--- src/rtl/irq_pkg.sv ---
package irq_pkg;
    localparam int DATA_W = 32;
    localparam int LO_W   = 16;
    localparam int PCI_W  = 4;
    localparam int STRB_W = DATA_W / 8;

    localparam logic [7:0] OFF_STATUS = 8'h04;
    localparam logic [7:0] OFF_MASK   = 8'h08;
    localparam logic [7:0] OFF_CTL    = 8'h0c;

    localparam int BIT_FATAL   = 12;
    localparam int BIT_ACTIVE  = 16;
    localparam int BIT_RXIDLE  = 17;
    localparam int BIT_TXIDLE  = 18;
    localparam int BIT_PCI_LSB = 24;

    localparam int CTL_SRST = 0;
    localparam int CTL_EN   = 1;
    localparam int CTL_SWI  = 2;

    localparam logic [LO_W-1:0] LO_VALID = 16'h9fff;

    typedef struct packed {
        logic [LO_W-1:0] mask;
        logic            en;
        logic            swi;
    } ctl_state_t;
endpackage

--- src/rtl/irq_w1c_latch.sv ---
module irq_w1c_latch #(
    parameter int W = 16
) (
    input  logic         clk,
    input  logic         rst_n,
    input  logic         srst_i,
    input  logic [W-1:0] set_i,
    input  logic [W-1:0] clr_i,
    output logic [W-1:0] q_o
);
    typedef struct packed {
        logic [W-1:0] bits;
    } latch_state_t;

    latch_state_t st_d, st_q;

    always_comb begin
        st_d = st_q;
        if (srst_i) begin
            st_d.bits = '0;
        end else begin
            st_d.bits = (st_q.bits & ~clr_i) | set_i;
        end
    end

    always_ff @(posedge clk or negedge rst_n) begin
        if (!rst_n) begin
            st_q <= '0;
        end else begin
            st_q <= st_d;
        end
    end

    assign q_o = st_q.bits;

    AST_EVT_SETS: assert property (@(posedge clk) disable iff (!rst_n)
        (!srst_i && (|set_i)) |=> ((q_o & $past(set_i)) == $past(set_i)));

    AST_EVT_HOLDS: assert property (@(posedge clk) disable iff (!rst_n)
        !srst_i |=> ((q_o & $past(q_o & ~clr_i)) == $past(q_o & ~clr_i)));

    AST_SRST_CLEARS: assert property (@(posedge clk) disable iff (!rst_n)
        srst_i |=> (q_o == '0));
endmodule

--- src/rtl/irq_ctl_regs.sv ---
module irq_ctl_regs
    import irq_pkg::*;
(
    input  logic              clk,
    input  logic              rst_n,
    input  logic              wr_mask_i,
    input  logic              wr_ctl_i,
    input  logic [STRB_W-1:0] strb_i,
    input  logic [DATA_W-1:0] wdata_i,
    output logic              srst_o,
    output logic [LO_W-1:0]   mask_o,
    output logic              en_o,
    output logic              swi_o
);
    ctl_state_t st_d, st_q;
    logic       srst;

    assign srst = wr_ctl_i && strb_i[0] && wdata_i[CTL_SRST];

    always_comb begin
        st_d = st_q;
        if (srst) begin
            st_d = '0;
        end else begin
            if (wr_mask_i) begin
                for (int b = 0; b < LO_W / 8; b++) begin
                    if (strb_i[b]) begin
                        st_d.mask[b*8 +: 8] = wdata_i[b*8 +: 8];
                    end
                end
            end
            if (wr_ctl_i && strb_i[0]) begin
                st_d.en  = wdata_i[CTL_EN];
                st_d.swi = wdata_i[CTL_SWI];
            end
        end
    end

    always_ff @(posedge clk or negedge rst_n) begin
        if (!rst_n) begin
            st_q <= '0;
        end else begin
            st_q <= st_d;
        end
    end

    assign srst_o = srst;
    assign mask_o = st_q.mask;
    assign en_o   = st_q.en;
    assign swi_o  = st_q.swi;

    AST_SRST_CTL_CLEARS: assert property (@(posedge clk) disable iff (!rst_n)
        srst_o |=> (mask_o == '0 && !en_o && !swi_o));

    AST_MASK_STABLE: assert property (@(posedge clk) disable iff (!rst_n)
        (!wr_mask_i && !srst_o) |=> $stable(mask_o));
endmodule

--- src/rtl/irq_status_ctrl.sv ---
module irq_status_ctrl
    import irq_pkg::*;
#(
    parameter int ADDR_W = 8
) (
    input  logic              clk,
    input  logic              rst_n,
    input  logic [ADDR_W-1:0] reg_addr,
    input  logic              reg_wr,
    input  logic [3:0]        reg_strb,
    input  logic [31:0]       reg_wdata,
    output logic [31:0]       reg_rdata,
    input  logic [15:0]       evt_pulse,
    input  logic [3:0]        pci_err_pulse,
    input  logic              rx_idle,
    input  logic              tx_idle,
    output logic              irq_o
);
    localparam logic [ADDR_W-1:0] A_STATUS = ADDR_W'(OFF_STATUS);
    localparam logic [ADDR_W-1:0] A_MASK   = ADDR_W'(OFF_MASK);
    localparam logic [ADDR_W-1:0] A_CTL    = ADDR_W'(OFF_CTL);

    logic              sel_status, sel_mask, sel_ctl;
    logic              srst;
    logic [LO_W-1:0]   mask, lo_q, lo_set, lo_clr;
    logic [PCI_W-1:0]  pci_q, pci_clr;
    logic              en, swi;
    logic [DATA_W-1:0] status_word, ctl_word;

    assign sel_status = (reg_addr == A_STATUS);
    assign sel_mask   = (reg_addr == A_MASK);
    assign sel_ctl    = (reg_addr == A_CTL);

    always_comb begin
        lo_set = evt_pulse & LO_VALID;
        lo_set[BIT_FATAL] = evt_pulse[BIT_FATAL] | (|pci_err_pulse);
        lo_clr = '0;
        pci_clr = '0;
        if (reg_wr && sel_status) begin
            for (int b = 0; b < LO_W / 8; b++) begin
                if (reg_strb[b]) begin
                    lo_clr[b*8 +: 8] = reg_wdata[b*8 +: 8];
                end
            end
            if (reg_strb[BIT_PCI_LSB / 8]) begin
                pci_clr = reg_wdata[BIT_PCI_LSB +: PCI_W];
            end
        end
    end

    irq_ctl_regs i_ctl (
        .clk       (clk),
        .rst_n     (rst_n),
        .wr_mask_i (reg_wr && sel_mask),
        .wr_ctl_i  (reg_wr && sel_ctl),
        .strb_i    (reg_strb),
        .wdata_i   (reg_wdata),
        .srst_o    (srst),
        .mask_o    (mask),
        .en_o      (en),
        .swi_o     (swi)
    );

    irq_w1c_latch #(.W(LO_W)) i_lo (
        .clk    (clk),
        .rst_n  (rst_n),
        .srst_i (srst),
        .set_i  (lo_set),
        .clr_i  (lo_clr),
        .q_o    (lo_q)
    );

    irq_w1c_latch #(.W(PCI_W)) i_pci (
        .clk    (clk),
        .rst_n  (rst_n),
        .srst_i (srst),
        .set_i  (pci_err_pulse),
        .clr_i  (pci_clr),
        .q_o    (pci_q)
    );

    assign irq_o = en && (swi || (|(lo_q & mask)));

    always_comb begin
        status_word = '0;
        status_word[LO_W-1:0] = lo_q;
        status_word[BIT_ACTIVE] = irq_o;
        status_word[BIT_RXIDLE] = rx_idle;
        status_word[BIT_TXIDLE] = tx_idle;
        status_word[BIT_PCI_LSB +: PCI_W] = pci_q;
        ctl_word = '0;
        ctl_word[CTL_EN]  = en;
        ctl_word[CTL_SWI] = swi;
        if (sel_status) begin
            reg_rdata = status_word;
        end else if (sel_mask) begin
            reg_rdata = {{(DATA_W-LO_W){1'b0}}, mask};
        end else if (sel_ctl) begin
            reg_rdata = ctl_word;
        end else begin
            reg_rdata = '0;
        end
    end

    AST_IRQ_NEEDS_EN: assert property (@(posedge clk) disable iff (!rst_n)
        irq_o |-> en);

    AST_PCI_SETS_FATAL: assert property (@(posedge clk) disable iff (!rst_n)
        ((|pci_err_pulse) && !srst) |=> lo_q[BIT_FATAL]);

    AST_RESERVED_ZERO: assert property (@(posedge clk) disable iff (!rst_n)
        (lo_q[13] == 1'b0 && lo_q[14] == 1'b0));
endmodule

--- config.mk ---
export PLATFORM = sky130hd
export DESIGN_NAME = irq_status_ctrl
export DESIGN_NICKNAME = d
export VERILOG_FILES = /design/src/rtl/irq_pkg.sv /design/src/rtl/irq_w1c_latch.sv /design/src/rtl/irq_ctl_regs.sv /design/src/rtl/irq_status_ctrl.sv
export SDC_FILE = /design/constraint.sdc
export NUM_CORES = 1
export LEC_CHECK = 0
export ABC_CLOCK_PERIOD_IN_PS = 1100
export BUFFER_PORTS_ARGS = -buffer_cell sky130_fd_sc_hd__buf_4
export CAP_MARGIN = 15
export CELL_PAD_IN_SITES_DETAIL_PLACEMENT = 1
export CELL_PAD_IN_SITES_GLOBAL_PLACEMENT = 1
export CORE_MARGIN = 3
export CORE_UTILIZATION = 35
export DETAILED_ROUTE_END_ITERATION = 7
export PLACE_DENSITY = 0.81
export SLEW_MARGIN = 20
export SYNTH_ARGS = -nofsm -noshare
export SYNTH_HDL_FRONTEND = slang
export SYNTH_HIERARCHICAL = 1
export SYNTH_SLANG_ARGS = --single-unit
--- constraint.sdc ---
create_clock -name clk -period 1.1 [get_ports clk]
set_input_delay 0.055 -clock clk [delete_from_list [all_inputs] [get_ports clk]]
set_output_delay 0.055 -clock clk [all_outputs]
set_load 0.005 [all_outputs]
==> impl_metrics.py <==
metrics = {
    "clocking": {
        "cts_buffer_depth": 2,
        "path_clk_slew_ns": 0.08,
        "tritoncts": "built",
        "root_buffer": "clkbuf_8",
        "cts.sinks": 38,
        "clock_latency_ns": 0.32,
        "cts_buffers": 5,
        "htreeDepth": 2,
    },
    "route": {
        "first_pass_iters": 4,
        "wl_um": 14140,
        "routedWlPerCell_um": 27.62,
        "ant_nets": 0,
        "drc_errors": 0,
        "vias": 2926,
        "drt-initial-drc-count": 159,
        "post_drt_via_cell_ratio": 5.715,
    },
    "die": {
        "io_pins": 102,
        "start_util_pct": 36.30,
        "die_width_um": 90.41,
        "core_area_um2": 6869,
        "die-area_um2": 8173,
        "placement_rows": 30,
        "die_y_um": 90.41,
    },
    "synthesis": {
        "syn_inst": 270,
        "synth-seq-cells": 38,
        "yosys_warnings": 6,
        "synth_area_um2": 2494,
        "synth_seq_area_share_pct": 38.13,
        "ys_types": 29,
        "avgSynthCellArea_um2": 9.236,
    },
    "power": {
        "power_w": 0.003091,
        "power_density_nw_per_um2": 666.6,
        "peakVddDrop_mv": 0.5273,
        "leakagePower_nw": 2.094,
    },
    "timing": {
        "max_freq_mhz": 549.0,
        "rsz0062_at_grt": "yes",
        "period_share_pct": 165.6,
        "relSlewSlack_pct": 48.11,
        "timing.hold.ws_ns": -0.01117,
        "post-route-min-period_ns": 1.821,
        "worst_pin_slew_ns": 0.7775,
        "drv_slew": 0,
        "report.final.setup_viol": 62,
        "finalHoldViolCount": 6,
        "finalWorstSetupSlack_ns": -0.7214,
        "worst_clock_skew_ns": 0,
    },
    "worst_setup_path": {
        "arrival_ns": 1.77,
        "cp-start-kind": "flip-flop",
        "required_ns": 1.04,
        "setup.worst_path.end_class": "primary output",
        "critPathMaxFanout": 2,
        "worstSetupPathType": "reg2out",
    },
    "grt": {
        "antenna_found_initial": 0,
        "grt_pass1_vias": 3014,
        "grt_start_max_net_pins": 39,
        "grt-ovfl-total": 0,
        "grt_usage_pct": 28.26,
        "grt_pass1_wl_um": 17750,
    },
    "run_status": {
        "violations": "negative hold slack, negative setup slack",
        "outcome": "finished, violations left",
    },
    "place": {
        "port_buffers": 77,
        "gp_congestion": 0.8279,
        "place.detailed.hpwl_um": 6143,
    },
    "min_path": {
        "hp-class": "in2reg",
    },
    "final_layout": {
        "drive_gt1_share_pct": 64.90,
        "fin_util_pct": 67.50,
        "nets": 485,
        "antennaDiodeCount": 0,
        "syn_to_final_growth_pct": 85.95,
    },
    "flow_run": {
        "max_cap_viol_count": 0,
    },
}
metal layers:
| metal | global-route usage, % | part of all wire, % | vias up |
|---|---|---|---|
| met1 | 33.00 | 38 | 1469 |
| li1 | - | - | 1205 |
| met5 | 0 | 0 | - |
| met4 | 13.01 | 5.2 | 0 |
| met2 | 49.35 | 49 | 196 |
| met3 | 6.083 | 7.4 | 56 |
cells by family after synthesis:
logic type / after synthesis / synth area share, %
simple gates: 84 / 19.97
mux: 5 / 2.258
flops: 38 / 38.13
buf+inv: 64 / 14.45
compound gates: 78 / 25.04
other cells: 1 / 0.1504
sequential cells by signal (all words and copies together) (netlist names):
register and count:
i_pci/q_o 4, i_ctl/mask_o 16, i_lo/q_o 16, i_ctl/swi_o 1
i_ctl/en_o 1
worst max-delay path, cell delays in order, from the launching register on:
cell and delay (ns):
dfrtp_1 0.41, a222oi_1 0.48, and3_4 0.31, a31oi_4 0.10
buf_6 0.15
worst paths after layout:
check	endpoint	depth (start not counted)	slack [ns]	startpoint
worst max register to register	i_ctl/mask_o[12]	3	0.05	i_ctl/mask_o[12]
worst max-delay path	reg_rdata[16]	4	-0.72	i_lo/q_o[5]
worst min-delay path	i_lo/q_o[7]	3	-0.01	evt_pulse[7]
worst min register to register	i_pci/q_o[3]	2	0.58	i_pci/q_o[3]
min in group asynchronous	i_lo/q_o[1]	2	0.27	rst_n
max in group asynchronous	i_lo/q_o[11]	2	0.44	rst_n
timing repair:
action | CTS | global route
pin swaps | 22 | 34
hold endpoints to repair | 40 | 2
gates cloned | 6 | 5
buffers inserted | 16 | 7
endpoints found under the setup margin | 61 | 62
gates resized for setup | 72 | 77
hold buffers | 3 | 2
through the flow:
stage               area (um^2)  setup TNS (ns)  cells  setup WS, ns  hold WS [ns]
floorplan                  2630          -10.83    280       -0.3523       -0.2406
finish                     4637          -18.44    512       -0.7214      -0.01117
global route               4637          -20.01    512       -0.7228     -0.005244
detailed placement         3471          -18.98    472       -0.3876       0.06022
global placement           3471          -15.31    472       -0.3004       0.05869
CTS                        4105          -11.58    501       -0.4792     0.0006753
layout make-up:
class                           count  area [um^2]
Timing Repair Buffer              154         1499
Tap cell                           96        120.1
Fill cell                         707         2232
Sequential cell                    38        950.9
Multi-Input combinational cell    178         1844
Clock buffer                        7        76.32
Inverter                           39        146.4
Yosys cell counts:
cell / number / area, um^2
inv_1: 39 / 146.4
dfrtp_1: 38 / 950.9
nand2b_1: 20 / 125.1
a21oi_1: 19 / 95.09
a21oi_2: 18 / 157.7
nor3_1: 17 / 85.08
nand3_1: 16 / 80.08
a21bo_2: 15 / 150.1
a22o_1: 14 / 122.6
buf_4: 11 / 82.58
a22oi_1: 8 / 60.06
and2_1: 7 / 43.79
buf_2: 7 / 35.03
and4_1: 5 / 43.79
buf_6: 5 / 56.30
mux2_2: 5 / 56.30
nor2_1: 5 / 18.77
nand2_1: 4 / 15.01
nor2b_1: 3 / 18.77
a31oi_1: 2 / 12.51
and3_1: 2 / 12.51
buf_12: 2 / 40.04
nand4_1: 2 / 12.51
a21oi_4: 1 / 16.27
a222oi_1: 1 / 10.01
and3_4: 1 / 11.26
and4b_1: 1 / 10.01
conb_1: 1 / 3.750
nor4_4: 1 / 21.27
cell usage in the layout, fill, tap and decap left out, types with 2 or more instances in the layout:
cell,n
a31oi_4,2
nand2_1,3
nand3_4,10
a21oi_2,29
inv_1,39
buf_16,3
clkbuf_8,5
clkbuf_1,2
buf_12,6
a21oi_4,6
nor2b_1,3
dfrtp_1,38
nand4_1,2
nand3_2,5
mux2_4,2
nor3_2,7
and2_4,7
buf_6,34
a21bo_2,4
conb_1,11
nor2_1,4
and3_4,3
a21bo_4,11
nor3_4,9
and4_1,4
nand2b_1,9
clkbuf_16,3
a21oi_1,3
a22oi_1,6
dlygate4sd3_1,5
nand2b_4,11
mux2_2,3
buf_4,101
buf_8,2
a22o_1,14
a22oi_2,2
report_power, final:
part | switching [W] | leakage (nW) | total, W | internal [W]
sequential | 0.0000192 | 0.425 | 0.00143 | 0.00141
clock | 0.000584 | 0.0383 | 0.00102 | 0.000439
combinational | 0.000345 | 1.63 | 0.000634 | 0.000289
total | 0.000948 | 2.09 | 0.00309 | 0.00214
Power figures use the tool's default switching activity.
